===== config.mk =====
export PLATFORM = sky130hd
export DESIGN_NAME = adc_stream_node
export DESIGN_NICKNAME = d
export VERILOG_FILES = /design/src/rtl/adc_node_pkg.sv /design/src/rtl/adc_cfg_rx.sv /design/src/rtl/adc_ts_bank.sv /design/src/rtl/adc_smp_fifo.sv /design/src/rtl/adc_stream_node.sv
export SDC_FILE = /design/constraint.sdc
export NUM_CORES = 1
export LEC_CHECK = 0
export BUFFER_PORTS_ARGS = -buffer_cell sky130_fd_sc_hd__buf_4
export CAP_MARGIN = 20
export CORE_MARGIN = 2
export CORE_UTILIZATION = 45
export CTS_CLUSTER_DIAMETER = 40
export CTS_CLUSTER_SIZE = 12
export DETAILED_ROUTE_END_ITERATION = 10
export GPL_TIMING_DRIVEN = 0
export PLACE_DENSITY = 0.7
export SETUP_SLACK_MARGIN = 0.5
export SLEW_MARGIN = 10
export SYNTH_ARGS = -nofsm -noshare
export SYNTH_HDL_FRONTEND = slang
export SYNTH_SLANG_ARGS = --single-unit

===== constraint.sdc =====
create_clock -name clk_i -period 3.69 [get_ports clk_i]
set_clock_uncertainty 0.1 [all_clocks]
set_input_delay 0.369 -clock clk_i [delete_from_list [all_inputs] [get_ports clk_i]]
set_output_delay 0.369 -clock clk_i [all_outputs]
set_load 0.005 [all_outputs]

===== src/rtl/adc_node_pkg.sv =====
package adc_node_pkg;
  localparam int unsigned WORD_W  = 32;
  localparam int unsigned SMP_W   = 14;
  localparam int unsigned TS_W    = 8;
  localparam int unsigned TAG_W   = 8;
  localparam int unsigned GO_BIT  = 31;
  localparam int unsigned END_BIT = 30;

  typedef struct packed {
    logic [TS_W-1:0]  ts;
    logic [TAG_W-1:0] tag;
    logic [1:0]       pad;
    logic [SMP_W-1:0] smp;
  } smp_word_t;
endpackage


===== src/rtl/adc_cfg_rx.sv =====
module adc_cfg_rx (
  input  logic        clk_i,
  input  logic        rst_ni,
  input  logic        byte_valid_i,
  input  logic [7:0]  byte_i,
  output logic        word_valid_o,
  output logic [31:0] word_o
);
  logic [1:0]  idx_q;
  logic [23:0] low_q;

  always_ff @(posedge clk_i or negedge rst_ni) begin
    if (!rst_ni) begin
      idx_q        <= '0;
      low_q        <= '0;
      word_valid_o <= 1'b0;
      word_o       <= '0;
    end else begin
      word_valid_o <= 1'b0;
      if (byte_valid_i) begin
        if (idx_q == 2'd3) begin
          word_o       <= {byte_i, low_q};
          word_valid_o <= 1'b1;
          idx_q        <= '0;
        end else begin
          low_q[{idx_q, 3'b000} +: 8] <= byte_i;
          idx_q <= idx_q + 2'd1;
        end
      end
    end
  end

  assert_word_after_byte_R1: assert property (@(posedge clk_i) disable iff (!rst_ni)
    word_valid_o |-> $past(byte_valid_i));
endmodule


===== src/rtl/adc_ts_bank.sv =====
module adc_ts_bank #(
  parameter int unsigned NUM_CH = 8,
  parameter int unsigned TS_W   = 8,
  localparam int unsigned CH_W  = (NUM_CH > 1) ? $clog2(NUM_CH) : 1
) (
  input  logic            clk_i,
  input  logic            rst_ni,
  input  logic            clr_i,
  input  logic            inc_i,
  input  logic [CH_W-1:0] ch_i,
  output logic [TS_W-1:0] ts_o
);
  logic [TS_W-1:0] ts_q [NUM_CH];

  for (genvar g = 0; g < NUM_CH; g++) begin : g_ch
    always_ff @(posedge clk_i or negedge rst_ni) begin
      if (!rst_ni)                           ts_q[g] <= '0;
      else if (clr_i)                        ts_q[g] <= '0;
      else if (inc_i && ch_i == CH_W'(g))    ts_q[g] <= ts_q[g] + 1'b1;
    end
  end

  assign ts_o = ts_q[ch_i];

  assert_ts_step_R7: assert property (@(posedge clk_i) disable iff (!rst_ni)
    (inc_i && !clr_i && ch_i == $past(ch_i) && $past(inc_i && !clr_i)) |-> ts_o == $past(ts_o) + 1'b1);
endmodule


===== src/rtl/adc_smp_fifo.sv =====
module adc_smp_fifo #(
  parameter int unsigned DEPTH = 4,
  parameter int unsigned W     = 32,
  localparam int unsigned AW   = (DEPTH > 1) ? $clog2(DEPTH) : 1,
  localparam int unsigned CW   = $clog2(DEPTH + 1)
) (
  input  logic         clk_i,
  input  logic         rst_ni,
  input  logic         flush_i,
  input  logic         push_i,
  input  logic [W-1:0] data_i,
  input  logic         pop_i,
  output logic [W-1:0] data_o,
  output logic         empty_o
);
  logic [W-1:0]  mem_q [DEPTH];
  logic [AW-1:0] wr_q, rd_q;
  logic [CW-1:0] cnt_q;
  logic          full, wr, rd;

  assign full    = (cnt_q == CW'(DEPTH));
  assign empty_o = (cnt_q == '0);
  assign wr      = push_i && !full;
  assign rd      = pop_i && !empty_o;
  assign data_o  = mem_q[rd_q];

  function automatic logic [AW-1:0] nxt(input logic [AW-1:0] p);
    return (p == AW'(DEPTH - 1)) ? '0 : p + 1'b1;
  endfunction

  always_ff @(posedge clk_i or negedge rst_ni) begin
    if (!rst_ni) begin
      wr_q  <= '0;
      rd_q  <= '0;
      cnt_q <= '0;
    end else if (flush_i) begin
      wr_q  <= '0;
      rd_q  <= '0;
      cnt_q <= '0;
    end else begin
      if (wr) wr_q <= nxt(wr_q);
      if (rd) rd_q <= nxt(rd_q);
      cnt_q <= cnt_q + CW'(wr) - CW'(rd);
    end
  end

  for (genvar g = 0; g < DEPTH; g++) begin : g_mem
    always_ff @(posedge clk_i or negedge rst_ni) begin
      if (!rst_ni)                                  mem_q[g] <= '0;
      else if (wr && !flush_i && wr_q == AW'(g))    mem_q[g] <= data_i;
    end
  end

  assert_no_overflow_R9: assert property (@(posedge clk_i) disable iff (!rst_ni)
    cnt_q <= CW'(DEPTH));
  assert_full_blocks_R9: assert property (@(posedge clk_i) disable iff (!rst_ni)
    (full && !pop_i && !flush_i) |=> full);
endmodule


===== src/rtl/adc_stream_node.sv =====
module adc_stream_node
  import adc_node_pkg::*;
#(
  parameter int unsigned NUM_CH     = 8,
  parameter int unsigned FIFO_DEPTH = 4,
  localparam int unsigned CH_W      = (NUM_CH > 1) ? $clog2(NUM_CH) : 1
) (
  input  logic             clk_i,
  input  logic             rst_ni,
  input  logic             rx_valid_i,
  input  logic [7:0]       rx_byte_i,
  output logic             tx_valid_o,
  input  logic             tx_ready_i,
  output logic [31:0]      tx_data_o,
  output logic             done_o,
  input  logic             smp_valid_i,
  input  logic [CH_W-1:0]  smp_chan_i,
  input  logic [SMP_W-1:0] smp_data_i
);
  logic              cmd_v;
  logic [31:0]       cmd;
  logic              go, stop, accept, fire, pop, empty;
  logic              active_q, hdr_q;
  logic [7:0]        dest_q;
  logic [NUM_CH-1:0] mask_q;
  logic [TS_W-1:0]   ts;
  smp_word_t         smp_w;
  logic [31:0]       head;

  adc_cfg_rx u_cfg (
    .clk_i, .rst_ni,
    .byte_valid_i (rx_valid_i),
    .byte_i       (rx_byte_i),
    .word_valid_o (cmd_v),
    .word_o       (cmd)
  );

  assign stop   = cmd_v && cmd[END_BIT];
  assign go     = cmd_v && cmd[GO_BIT] && !cmd[END_BIT];
  assign accept = smp_valid_i && active_q && mask_q[smp_chan_i] && !go && !stop;

  adc_ts_bank #(.NUM_CH(NUM_CH), .TS_W(TS_W)) u_ts (
    .clk_i, .rst_ni,
    .clr_i (go),
    .inc_i (accept),
    .ch_i  (smp_chan_i),
    .ts_o  (ts)
  );

  always_comb begin
    smp_w     = '0;
    smp_w.ts  = ts;
    smp_w.tag = TAG_W'(1) << smp_chan_i;
    smp_w.smp = smp_data_i;
  end

  adc_smp_fifo #(.DEPTH(FIFO_DEPTH), .W(WORD_W)) u_q (
    .clk_i, .rst_ni,
    .flush_i (go || stop),
    .push_i  (accept),
    .data_i  (smp_w),
    .pop_i   (pop),
    .data_o  (head),
    .empty_o (empty)
  );

  assign tx_valid_o = active_q && (hdr_q || !empty);
  assign tx_data_o  = hdr_q ? {24'b0, dest_q} : head;
  assign fire       = tx_valid_o && tx_ready_i;
  assign pop        = fire && !hdr_q;

  always_ff @(posedge clk_i or negedge rst_ni) begin
    if (!rst_ni) begin
      active_q <= 1'b0;
      hdr_q    <= 1'b0;
      dest_q   <= '0;
      mask_q   <= '0;
      done_o   <= 1'b0;
    end else begin
      done_o <= stop;
      if (stop) begin
        active_q <= 1'b0;
        hdr_q    <= 1'b0;
      end else if (go) begin
        active_q <= 1'b1;
        hdr_q    <= 1'b1;
        dest_q   <= cmd[23:16];
        mask_q   <= cmd[NUM_CH-1:0];
      end else if (fire && hdr_q) begin
        hdr_q <= 1'b0;
      end
    end
  end

  assert_done_single_R3: assert property (@(posedge clk_i) disable iff (!rst_ni)
    done_o |=> !done_o);
  assert_done_quiet_R3: assert property (@(posedge clk_i) disable iff (!rst_ni)
    done_o |-> !tx_valid_o);
  assert_idle_silent_R4: assert property (@(posedge clk_i) disable iff (!rst_ni)
    !active_q |-> !tx_valid_o);
  assert_header_form_R5: assert property (@(posedge clk_i) disable iff (!rst_ni)
    (tx_valid_o && hdr_q) |-> tx_data_o[31:8] == 24'b0);
  assert_sample_form_R6: assert property (@(posedge clk_i) disable iff (!rst_ni)
    (tx_valid_o && !hdr_q) |-> ($onehot(tx_data_o[23:16]) && tx_data_o[15:14] == 2'b00));
  assert_hold_stall_R10: assert property (@(posedge clk_i) disable iff (!rst_ni)
    (tx_valid_o && !tx_ready_i && !cmd_v) |=> (tx_valid_o && $stable(tx_data_o)));
endmodule


==> impl_metrics.tcl <==
set metrics [dict create \
    synth-seq-area-share_pct 51.7 \
    worstSetupPathType "flip-flop to flip-flop" \
    cell_internal_pwr_mw 6.88 \
    final_nets 1094 \
    switchingPower_mw 2.81 \
    path_clk_slew_ns 0.06 \
    setup_tns_ns 0 \
    fin_cells 1403 \
    postRouteAntennaNets 0 \
    dp_cells 1334 \
    hold_slack_ns 0.0214 \
    synthTopCellsByCount "247 x dfrtp_1, 152 x mux2_2, 92 x nand2_1" \
    cts_buffers 35 \
    port-buffer-count 61 \
    n_antenna_cell 0 \
    syn2layout_area_growth_pct 18.8 \
    p_clk_share_pct 35.3 \
    antenna_found_initial 0 \
    rsz0062_at_grt "no" \
    grt_max_degree 114 \
    dr.pass1.iters 5 \
    hold_violations 0 \
    synth_area_leaders "dfrtp_1 52%, mux2_2 14%, mux4_2 8.7%, nand2_1 2.9%, ha_1 2.0%" \
    leakagePower_nw 6.67 \
    total_power_mw 9.69 \
    fmaxAchievable_mhz 334 \
    finalCritPeriodShare_pct 81.3 \
    grt_pass1_wl_mm 44.7 \
    routabilityCongestion 0.836 \
    finalMaxSlewViolations 0 \
    globalRouteTotalUtil_pct 20.0 \
    yosys.area.top_type_share_pct 51.7 \
    powerDensity_nw_per_um2 683 \
    hpwlAfterDp_mm 18.5 \
    netSwitchingFraction_pct 29.0 \
    slew_headroom_pct 49.4 \
    yosysWarnings 0 \
    fin_crit_ns 3.00 \
    core_um2 26100 \
    fp-row-count 59 \
    syn_avg_cell_area_um2 12.8 \
    ctsHtreeMaxLevel 2 \
    die_w_um 167 \
    max-clock-path-buffers 3 \
    cpMostUsedCell "inv_1" \
    dpl_worst_slack_ns 0.727 \
    worstPathCellList "and2_1 > buf_2 > o211ai_2 > or4b_4 > inv_1 > ha_1 > inv_1 > fa_1 > xor2_1 > xnor2_1 > nor2_1" \
    register_area_um2 6180 \
    path_max_fanout 10 \
    vias_per_cell 5.67 \
    vdd_drop_max_v 0.000430 \
    die_height_um 167 \
    syn_area_um2 11900 \
    p_comb_share_pct 24.4 \
    yosysUniqueCellTypes 58 \
    avgRoutedWirePerCell_um 19.2 \
    seq_power_share_pct 40.3 \
    drive_gt1_share_pct 33.8 \
    synth_edf_count 0 \
    setup_slack_ns 0.692 \
    async_reset_ff_share_pct 100 \
    worstMarginPinSlew_ns 0.759 \
    vias 7948 \
    first_iter_violations 510 \
    drc 0 \
    clk_latency_ns 0.51 \
    multi_input_area_um2 5430 \
    crit_arrival_ns 3.26 \
    yosysMostFrequentCell "dfrtp_1" \
    initial_core_util_pct 45.8 \
    outcome "complete, no violations" \
    dieArea_um2 27900 \
    crit_path_max_incr_delay_ns 0.62 \
    setup_viol 0 \
    gr-total-overflow 0 \
    ys_ff_latch 247 \
    synth_ff_type "dfrtp_1" \
    cts_tree "built" \
    wl_mm 27.0 \
    nFillCells 2191 \
    crit_path_top_delay_cell "or4b_4" \
    grt_pass1_vias 8268 \
    cap_violations 0 \
    cp-start-kind "flip-flop" \
    required_ns 3.95 \
    clock-root-buffer "clkbuf_16" \
    cts_sinks 247 \
    synth.largest_area_cell "dfrtp_1" \
    worst_hold_path_type "input pin to flip-flop" \
    syn_inst 935 \
    endpoint_kind "flip-flop" \
    io_pins 64 \
]
[what timing repair did]
action                     4_1_cts  5_1_grt
gates resized for setup          0        1
hold buffers                     8        0
hold endpoints to repair        78        0
setup endpoints to repair        0        2
buffers inserted                 0        0
[metrics by stage]
step,cell area (µm²),util [%]
floorplan,12000,-
global placement,12800,49.2
detailed placement,12900,49.5
CTS,14200,54.5
global route,14200,54.5
finish,14200,54.5
[cell type report]
| cell class | instances | share of cell area, % |
|---|---|---|
| tap | 335 | 2.95 |
| clock buffer | 46 | 7.11 |
| multi-input combinational | 612 | 38.2 |
| sequential | 247 | 43.6 |
| timing repair buffer | 71 | 4.23 |
| clock inverter | 15 | 1.49 |
| inverter | 25 | 0.661 |
| buffer | 52 | 1.76 |
[worst max-delay path: cells and delay by family (launching register included)]
family                     cells  cell delay (ns)
DFF                            1             0.47
xor gates and xnor gates       2             0.31
adders and majority gates      2             0.50
and+or+nand+nor                3             0.84
buffers and inverters          3             0.36
AOI/OAI and AO/OA              1             0.28
[final timing paths]
check,startpoint,end,slack (ns),cells after the start
setup / recovery,active_q,u_q.cnt_q[2],0.69,11
hold / removal,smp_data_i[12],u_q.mem_q[12],0.02,2
setup reg to reg,active_q,u_q.cnt_q[2],0.69,11
hold reg to reg,u_cfg.word_o[17],dest_q[1],0.36,2
max in group asynchronous,rst_ni,u_ts.ts_q[2],2.19,3
min in group asynchronous,rst_ni,u_ts.ts_q[9],0.32,2
[layer usage]
layer / track usage (%) / up-vias / routed length, µm
met4: 6.86 / 0 / 758
met3: 3.02 / 54 / 1190
li1: - / 3652 / -
met1: 28.1 / 4054 / 12100
met2: 32.0 / 188 / 12900
met5: 0 / - / 0
[flip-flops by register name, summed over array words and instances, names as in the netlist, 2 cells and up]
register	count
dest_q	8
u_q.cnt_q	3
u_q.rd_q	2
u_cfg.idx_q	2
u_q.wr_q	2
u_q.mem_q	120
u_cfg.low_q	16
u_cfg.word_o	18
u_ts.ts_q	64
mask_q	8
[kinds of logic after synthesis]
kind of cell / Yosys count / synth area share, %
flip-flops: 247 / 51.7
other: 1 / 0.0314
AND/OR/NAND/NOR: 265 / 12.0
buffers and inverters: 77 / 2.86
AO/OA/AOI/OAI: 85 / 4.82
XOR/XNOR: 16 / 1.17
adder cells (fa/ha/maj): 20 / 2.16
multiplexers: 224 / 25.2
[power groups by stage]
| stage | sequential (mW) | combinational [mW] | clock, mW |
|---|---|---|---|
| after global routing | 4.00 | 2.61 | 3.62 |
| after CTS | 3.90 | 2.39 | 3.49 |
| after global placement | 3.91 | 2.29 | 0 |
| final | 3.91 | 2.36 | 3.43 |
| after detailed placement | 3.94 | 2.36 | 0 |
| after floorplan | 3.74 | 1.67 | 0 |
[cell usage in the layout, fill, tap and decap left out, types with 4 or more instances in the layout]
cell type	synthesis	routed
mux2_1	6	6
nand4_1	10	10
ha_1	19	19
clkinvlp_4	0	4
or4_1	10	10
nand2_1	92	92
xnor2_1	12	12
xor2_1	4	4
clkbuf_16	0	36
mux2i_1	20	20
a22o_1	16	16
inv_1	25	25
buf_2	21	20
and2_1	4	4
mux4_2	46	46
clkbuf_1	24	27
nor3_1	10	10
nor4_2	5	5
bufinv_16	0	4
dfrtp_1	247	247
and3_1	5	5
nor2b_1	23	23
dlygate4sd3_1	0	8
o31ai_1	11	11
a21oi_1	19	19
mux2_2	152	152
nand3_1	32	32
buf_4	5	65
nor2_1	32	32
or3_1	11	11
clkbuf_8	0	7
o21ai_0	21	21
nor4_1	10	10
No activity file was read; power rests on OpenSTA's default activity.
